--- config.mk ---
export PLATFORM = sky130hd
export DESIGN_NAME = refdiv_tap
export DESIGN_NICKNAME = d
export VERILOG_FILES = /design/src/rtl/refdiv_pkg.sv /design/src/rtl/refdiv_rst_sync.sv /design/src/rtl/refdiv_core.sv /design/src/rtl/refdiv_post_chain.sv /design/src/rtl/refdiv_tap.sv
export SDC_FILE = /design/constraint.sdc
export NUM_CORES = 1
export LEC_CHECK = 0
export BUFFER_PORTS_ARGS = -buffer_cell sky130_fd_sc_hd__buf_2
export CORE_ASPECT_RATIO = 0.9
export CORE_MARGIN = 3
export CORE_UTILIZATION = 59
export CTS_CLUSTER_SIZE = 12
export DETAILED_ROUTE_END_ITERATION = 10
export MAX_ROUTING_LAYER = met4
export PLACE_DENSITY_LB_ADDON = 0.3
export SLEW_MARGIN = 20
export SYNTH_ARGS = -nofsm -noshare
export SYNTH_HDL_FRONTEND = slang
export SYNTH_SLANG_ARGS = --single-unit
--- constraint.sdc ---
create_clock -name clk_ref -period 1.54 [get_ports clk_ref]
set_clock_uncertainty 0.05 [all_clocks]
set_input_delay 0.231 -clock clk_ref [delete_from_list [all_inputs] [get_ports clk_ref]]
set_output_delay 0.231 -clock clk_ref [all_outputs]
set_load 0.01 [all_outputs]
--- src/rtl/refdiv_pkg.sv ---
package refdiv_pkg;
  localparam int RATIO_W_DEF  = 10;
  localparam int SEL_W_DEF    = 3;
  localparam int NUM_TAPS_DEF = 5;
  localparam int R_MIN_DEF    = 4;

  // Codes outside the implemented tap range fall back to the undivided tap.
  function automatic logic [SEL_W_DEF-1:0] legalize_code(
    input logic [SEL_W_DEF-1:0] code,
    input int unsigned          n_taps
  );
    if (32'(code) >= n_taps) return '0;
    return code;
  endfunction
endpackage

--- src/rtl/refdiv_rst_sync.sv ---
module refdiv_rst_sync #(
  parameter int STAGES = 2
) (
  input  logic clk,
  input  logic rst_n,
  output logic srst_n
);
  logic [STAGES-1:0] shift_q;
  logic [STAGES-1:0] shift_d;

  always_comb begin
    shift_d = {shift_q[STAGES-2:0], 1'b1};
  end

  always_ff @(posedge clk or negedge rst_n) begin
    if (!rst_n) shift_q <= '0;
    else        shift_q <= shift_d;
  end

  assign srst_n = shift_q[STAGES-1];
endmodule

--- src/rtl/refdiv_core.sv ---
module refdiv_core #(
  parameter int RATIO_W = refdiv_pkg::RATIO_W_DEF,
  parameter int R_MIN   = refdiv_pkg::R_MIN_DEF
) (
  input  logic               clk,
  input  logic               rst_n,
  input  logic [RATIO_W-1:0] ratio_in,
  output logic               base_pulse
);
  localparam int CNT_W = RATIO_W;
  localparam logic [CNT_W-1:0] MIN_V = CNT_W'(R_MIN);
  localparam logic [CNT_W-1:0] ONE   = CNT_W'(1);

  logic [CNT_W-1:0] cnt_q, cnt_d, eff_ratio;
  logic             tc_q, tc_d, at_term;

  always_comb begin
    eff_ratio = (ratio_in < MIN_V) ? MIN_V : ratio_in;
    at_term   = (cnt_q == '0);
    tc_d      = at_term;
    // ratio is taken only on reload, so a running count is never cut short
    cnt_d     = at_term ? (eff_ratio - ONE) : (cnt_q - ONE);
  end

  always_ff @(posedge clk or negedge rst_n) begin
    if (!rst_n) begin
      cnt_q <= '0;
      tc_q  <= 1'b0;
    end else begin
      cnt_q <= cnt_d;
      tc_q  <= tc_d;
    end
  end

  assign base_pulse = tc_q;

  // the base strobe is never wider than one cycle
  a_r2_single_cycle: assert property (@(posedge clk) disable iff (!rst_n)
    tc_q |=> !tc_q);

  // between reloads the count only steps down by one
  a_r6_countdown: assert property (@(posedge clk) disable iff (!rst_n)
    (cnt_q != '0) |=> (cnt_q == $past(cnt_q) - ONE));

  // a reload never starts a period shorter than the minimum ratio
  a_r5_reload_min: assert property (@(posedge clk) disable iff (!rst_n)
    (cnt_q == '0) |=> (cnt_q >= MIN_V - ONE));
endmodule

--- src/rtl/refdiv_post_chain.sv ---
module refdiv_post_chain #(
  parameter int NUM_TAPS = refdiv_pkg::NUM_TAPS_DEF
) (
  input  logic                clk,
  input  logic                rst_n,
  input  logic                base_pulse,
  output logic [NUM_TAPS-1:0] taps
);
  assign taps[0] = base_pulse;

  for (genvar k = 1; k < NUM_TAPS; k++) begin : g_stage
    logic tog_q, tog_d;

    always_comb begin
      // toggle advances only on a strobe from the previous stage
      tog_d = taps[k-1] ? ~tog_q : tog_q;
    end

    always_ff @(posedge clk or negedge rst_n) begin
      if (!rst_n) tog_q <= 1'b0;
      else        tog_q <= tog_d;
    end

    // every second strobe of the previous stage passes through
    assign taps[k] = taps[k-1] & tog_q;

    // a halved stream never fires on consecutive cycles
    a_r3_no_back_to_back: assert property (@(posedge clk) disable iff (!rst_n)
      taps[k] |=> !taps[k]);

    // any tap strobe lines up with a base strobe
    a_r3_on_base: assert property (@(posedge clk) disable iff (!rst_n)
      taps[k] |-> base_pulse);
  end
endmodule

--- src/rtl/refdiv_tap.sv ---
module refdiv_tap #(
  parameter int RATIO_W  = refdiv_pkg::RATIO_W_DEF,
  parameter int SEL_W    = refdiv_pkg::SEL_W_DEF,
  parameter int NUM_TAPS = refdiv_pkg::NUM_TAPS_DEF,
  parameter int R_MIN    = refdiv_pkg::R_MIN_DEF
) (
  input  logic               clk_ref,
  input  logic               rst_n,
  input  logic [RATIO_W-1:0] ratio_r,
  input  logic [SEL_W-1:0]   tap_sel,
  output logic               if_cmp_pulse,
  output logic               rf_ref_out
);
  logic                srst_n;
  logic                base_pulse;
  logic [NUM_TAPS-1:0] taps;
  logic [SEL_W-1:0]    sel_q, sel_d;
  logic                out_q, out_d;

  refdiv_rst_sync #(.STAGES(2)) u_rst_sync (
    .clk    (clk_ref),
    .rst_n  (rst_n),
    .srst_n (srst_n)
  );

  refdiv_core #(.RATIO_W(RATIO_W), .R_MIN(R_MIN)) u_core (
    .clk        (clk_ref),
    .rst_n      (srst_n),
    .ratio_in   (ratio_r),
    .base_pulse (base_pulse)
  );

  refdiv_post_chain #(.NUM_TAPS(NUM_TAPS)) u_chain (
    .clk        (clk_ref),
    .rst_n      (srst_n),
    .base_pulse (base_pulse),
    .taps       (taps)
  );

  always_comb begin
    sel_d = base_pulse ? SEL_W'(refdiv_pkg::legalize_code(
              refdiv_pkg::SEL_W_DEF'(tap_sel), NUM_TAPS)) : sel_q;
    out_d = taps[sel_q];
  end

  always_ff @(posedge clk_ref or negedge srst_n) begin
    if (!srst_n) begin
      sel_q <= '0;
      out_q <= 1'b0;
    end else begin
      sel_q <= sel_d;
      out_q <= out_d;
    end
  end

  assign if_cmp_pulse = out_q;
  assign rf_ref_out   = clk_ref;

  // the captured code moves only on a base strobe
  a_r7_sel_hold: assert property (@(posedge clk_ref) disable iff (!srst_n)
    !base_pulse |=> $stable(sel_q));

  // the captured code is always a tap that exists
  a_r4_sel_legal: assert property (@(posedge clk_ref) disable iff (!srst_n)
    32'(sel_q) < NUM_TAPS);

  // an output strobe always follows a base strobe by one cycle
  a_r3_out_follows_base: assert property (@(posedge clk_ref) disable iff (!srst_n)
    out_q |-> $past(base_pulse));
endmodule

==> Yosys cells after proc, flatten, opt, wreduce, memory -nomap -nowiden <==
Index checks and enable logic that the tools add are counted.
{ "op_classes": {"n_addsub": 2, "n_lt_le_gt_ge": 3, "n_mux": 7, "bitwise_logic": 8, "reduce_logical": 1} }
{ "op_table": {"columns": ["op", "n"], "rows": [
  ["$mux 10", 2],
  ["$sub 10x1->10 const B", 2],
  ["$logic_not 10->1", 1],
  ["$lt 10x3->1 const B", 1],
  ["$mux 3", 2],
  ["$and 1x1->1", 4],
  ["$lt 3x4->1 const B", 1],
  ["$not 1->1", 4],
  ["$bmux 1 s3", 1],
  ["$ge 3x3->1 const B", 1],
  ["$mux 1", 2]
]} }
{ "word_totals": {"regBits": 21, "in_bits": 15, "word_cells": 30} }

==> Logic depth before layout (Yosys ltp) <==
{ "logic_depth": {"ltp_word": 6, "ltp_mapped": 10} }

==> Cells and area by module <==
Synthesis repeated with hierarchy kept, for this count alone.
{ "unflattened": {"cells_unflattened": 111, "hier_area_um2": 1148.6} }
{ "modules_own_cells": {"columns": ["module", "n_inst", "cells_per_inst", "area_per_inst_um2", "seq_area_each_um2"], "rows": [
  ["refdiv_core", 1, 73, 716.9, 275.3],
  ["refdiv_tap", 1, 21, 200.2, 100.1],
  ["refdiv_post_chain", 1, 14, 177.7, 100.1],
  ["refdiv_rst_sync", 1, 3, 53.8, 50.0]
]} }

==> reports/qor.yml <==
run_status:
  status: "finished with violations"
  violations: "negative setup slack"
finish:
  instances_no_fill: 188
  final.fill_count: 24
  antenna_cells: 0
  multiInputGateArea_um2: 664
  register_area_um2: 526
  final_util_pct: 97.8
  drive_above_1_share_pct: 51.2
  syn_to_final_growth_pct: 51.3
  nets: 181
power_and_ir_drop:
  power.leakage_nw: 0.758
  combPwrFrac_pct: 10.3
  p_per_area_nw_per_um2: 667
  swShare_pct: 28.1
  intPower_uw: 806
  clockPowerShare_pct: 40.0
  pwr-share-seq_pct: 49.7
  power_switching_uw: 314
  ir_worst_vdd_mv: 1.20
synth:
  postSynth.asyncResetShare_pct: 100
  synth_edf_count: 0
  netlist_area_um2: 1110
  yosys_warnings: 0
  synth_common_cells: "dfrtp_1 (21), a21oi_1 (9), nor2_1 (7)"
  synth_seq_cells: 21
  yosys.area.top_type_share_pct: 47.4
  ys_seq_area_share_pct: 47.4
  synth_ff_type: "dfrtp_1"
  syn_inst: 106
  syn-num-nets: 122
  synth_most_common_cell: "dfrtp_1"
  synth.area.top_cells: "dfrtp_1 (47%), a21oi_1 (4.1%), xnor2_1 (3.9%), o41ai_4 (2.5%), nor2_1 (2.4%)"
  syn_avg_cell_area_um2: 10.5
  yosys.area.top_type: "dfrtp_1"
  synth_cell_types: 44
sta:
  final_max_slew_viol_count: 0
  finalCritPeriodShare_pct: 174
  clock.fmax_ghz: 0.374
  worst_slack_ps: -1130
  fin_hold_ws_ps: 16.8
  hold_viol: 0
  rsz0062_at_grt: "true"
  finalSetupViolations: 11
  min_period_ps: 2670
worst_setup_path:
  crit_path_max_incr_delay_ps: 430
  critPathMaxFanout: 3
  slowest_stage: "or4_4"
  critical_path.endpoint_type: "flip-flop"
  setup.worst_path.start_class: "flip-flop"
  path_cells: "or3_1, nor4_4, a21boi_4, a21oi_2, ha_4, or3b_4, or4_4, a21oi_2, a21o_1, nand2_1"
  cp_common_cell: "a21oi_2"
  critPathKind: "reg -> reg"
  rr_worst_depth: 10
  arrival_ps: 2950
  r2r_start: "u_core.cnt_q[7]"
  worstPathRequired_ps: 1820
  r2r_end: "u_core.cnt_q[8]"
  reg2reg_slack_ps: -1130
floorplan:
  start_util_pct: 64.7
  io_pins: 17
  core_um2: 1720
  rows: 14
  die_y_um: 47.1
  die_w_um: 51.7
  dieArea_um2: 2440
placed_design:
  hpwl_um: 2560
  gp_congestion: 0.873
  dp_cells: 172
  port_buffers: 16
clocking:
  tritoncts: "built"
  path_clk_slew_ps: 130
  clkLatencyLatePin_ps: 420
detailed_routing:
  first_pass_iters: 9
  ant_nets: 0
  wl_per_cell_um: 30.4
  drtIter0Drc: 108
  wirelength_um: 5720
  via_per_inst: 7.53
  route.vias.total: 1415
  drc: 0
global_routing:
  grt.overflow.total: 0
  grt_pass1_wl_um: 6520
  antenna_found_initial: 0
  grt_max_degree: 17
  grt_util_all_layers_pct: 41.2
  grt_pass1_vias: 1280
flow_run:
  maxCapViolCount: 0
min_path:
  hold_class: "reg -> async"
## area by class of cell
cell class	instances	share of cell area, %
multi-input cells	76	39.6
flip-flops and latches	21	31.3
repair buffers	53	22.6
clock buffers	7	2.98
well taps	24	1.79
inverters	6	1.34
clock inverters	1	0.447
## cells by family after synthesis
family / after synthesis / share of synthesized area, %
buf+inv: 9 / 4.06
simple gates: 31 / 17.4
fa+ha+maj: 1 / 1.13
compound gates: 36 / 24.2
xor+xnor: 7 / 5.52
flops: 21 / 47.4
other cells: 1 / 0.338
## power groups by stage
stage	clock network (mW)	logic (mW)	registers [mW]
2_1_floorplan	0.0535	0.0141	0.572
3_3_place_gp	0.0392	0.0858	0.567
3_5_place_dp	0.0392	0.0917	0.567
4_1_cts	0.431	0.101	0.556
5_1_grt	0.490	0.121	0.557
6_report	0.448	0.116	0.557
## placed cells by master (no fill, tap or decap), drive strengths merged, types with 5 or more instances in the layout
| master | instances |
|---|---|
| inv | 6 |
| a21oi | 9 |
| nand2 | 6 |
| clkbuf | 6 |
| dfrtp | 21 |
| xnor2 | 5 |
| nor2 | 7 |
| o21ai | 6 |
| buf | 51 |
## worst max-delay path, delay by kind of cell, from the launching register on
family	cells	cell delay (ps)
DFF	1	400
adders and majority gates	1	170
AOI/OAI and AO/OA	4	760
and+or+nand+nor	5	1200
## sequential cells by signal (all words and copies together), names as in the netlist
register	count
u_core.base_pulse	1
sel_q	3
if_cmp_pulse	1
u_core.cnt_q	10
u_chain.g_stage.tog_q	4
u_rst_sync.shift_q	2
## routing by layer
metal / vias to the layer above / global-route usage [%] / wire length, µm
met1: 621 / 41.3 / 1730
met5: - / - / 0
li1: 514 / - / -
met4: 0 / 27.7 / 667
met3: 93 / 17.8 / 793
met2: 187 / 66.2 / 2530
## worst max path at each step
| stage | start | to | slack (ps) |
|---|---|---|---|
| final | u_core.cnt_q[7] | u_core.cnt_q[8] | -1130 |
| after global routing | u_core.cnt_q[7] | u_core.cnt_q[8] | -1190 |
| after CTS | ratio_r[5] | u_core.cnt_q[8] | -880 |
| after detailed placement | ratio_r[5] | u_core.cnt_q[8] | -1340 |
| after global placement | ratio_r[5] | u_core.cnt_q[8] | -1180 |
| after floorplan | ratio_r[5] | u_core.cnt_q[8] | -1050 |
## stage by stage
| stage | TNS (ps) | power (mW) | setup slack (ps) | instance area [µm²] |
|---|---|---|---|---|
| floorplan | -5610 | 0.640 | -1050 | 1140 |
| global placement | -5840 | 0.692 | -1180 | 1450 |
| detailed placement | -6570 | 0.698 | -1340 | 1450 |
| CTS | -4770 | 1.09 | -881 | 1590 |
| global route | -7490 | 1.17 | -1190 | 1680 |
| finish | -6930 | 1.12 | -1130 | 1680 |
## timing repair
action                                  4_1_cts  5_1_grt
hold buffers                                  3        0
gates resized for setup                       8       12
buffers inserted                              3        5
endpoints found under the setup margin       11       11
hold endpoints to repair                      4        0
pin swaps                                     3        2
gates cloned                                  0        0
Note: power is estimated with default switching activity, not from simulation.
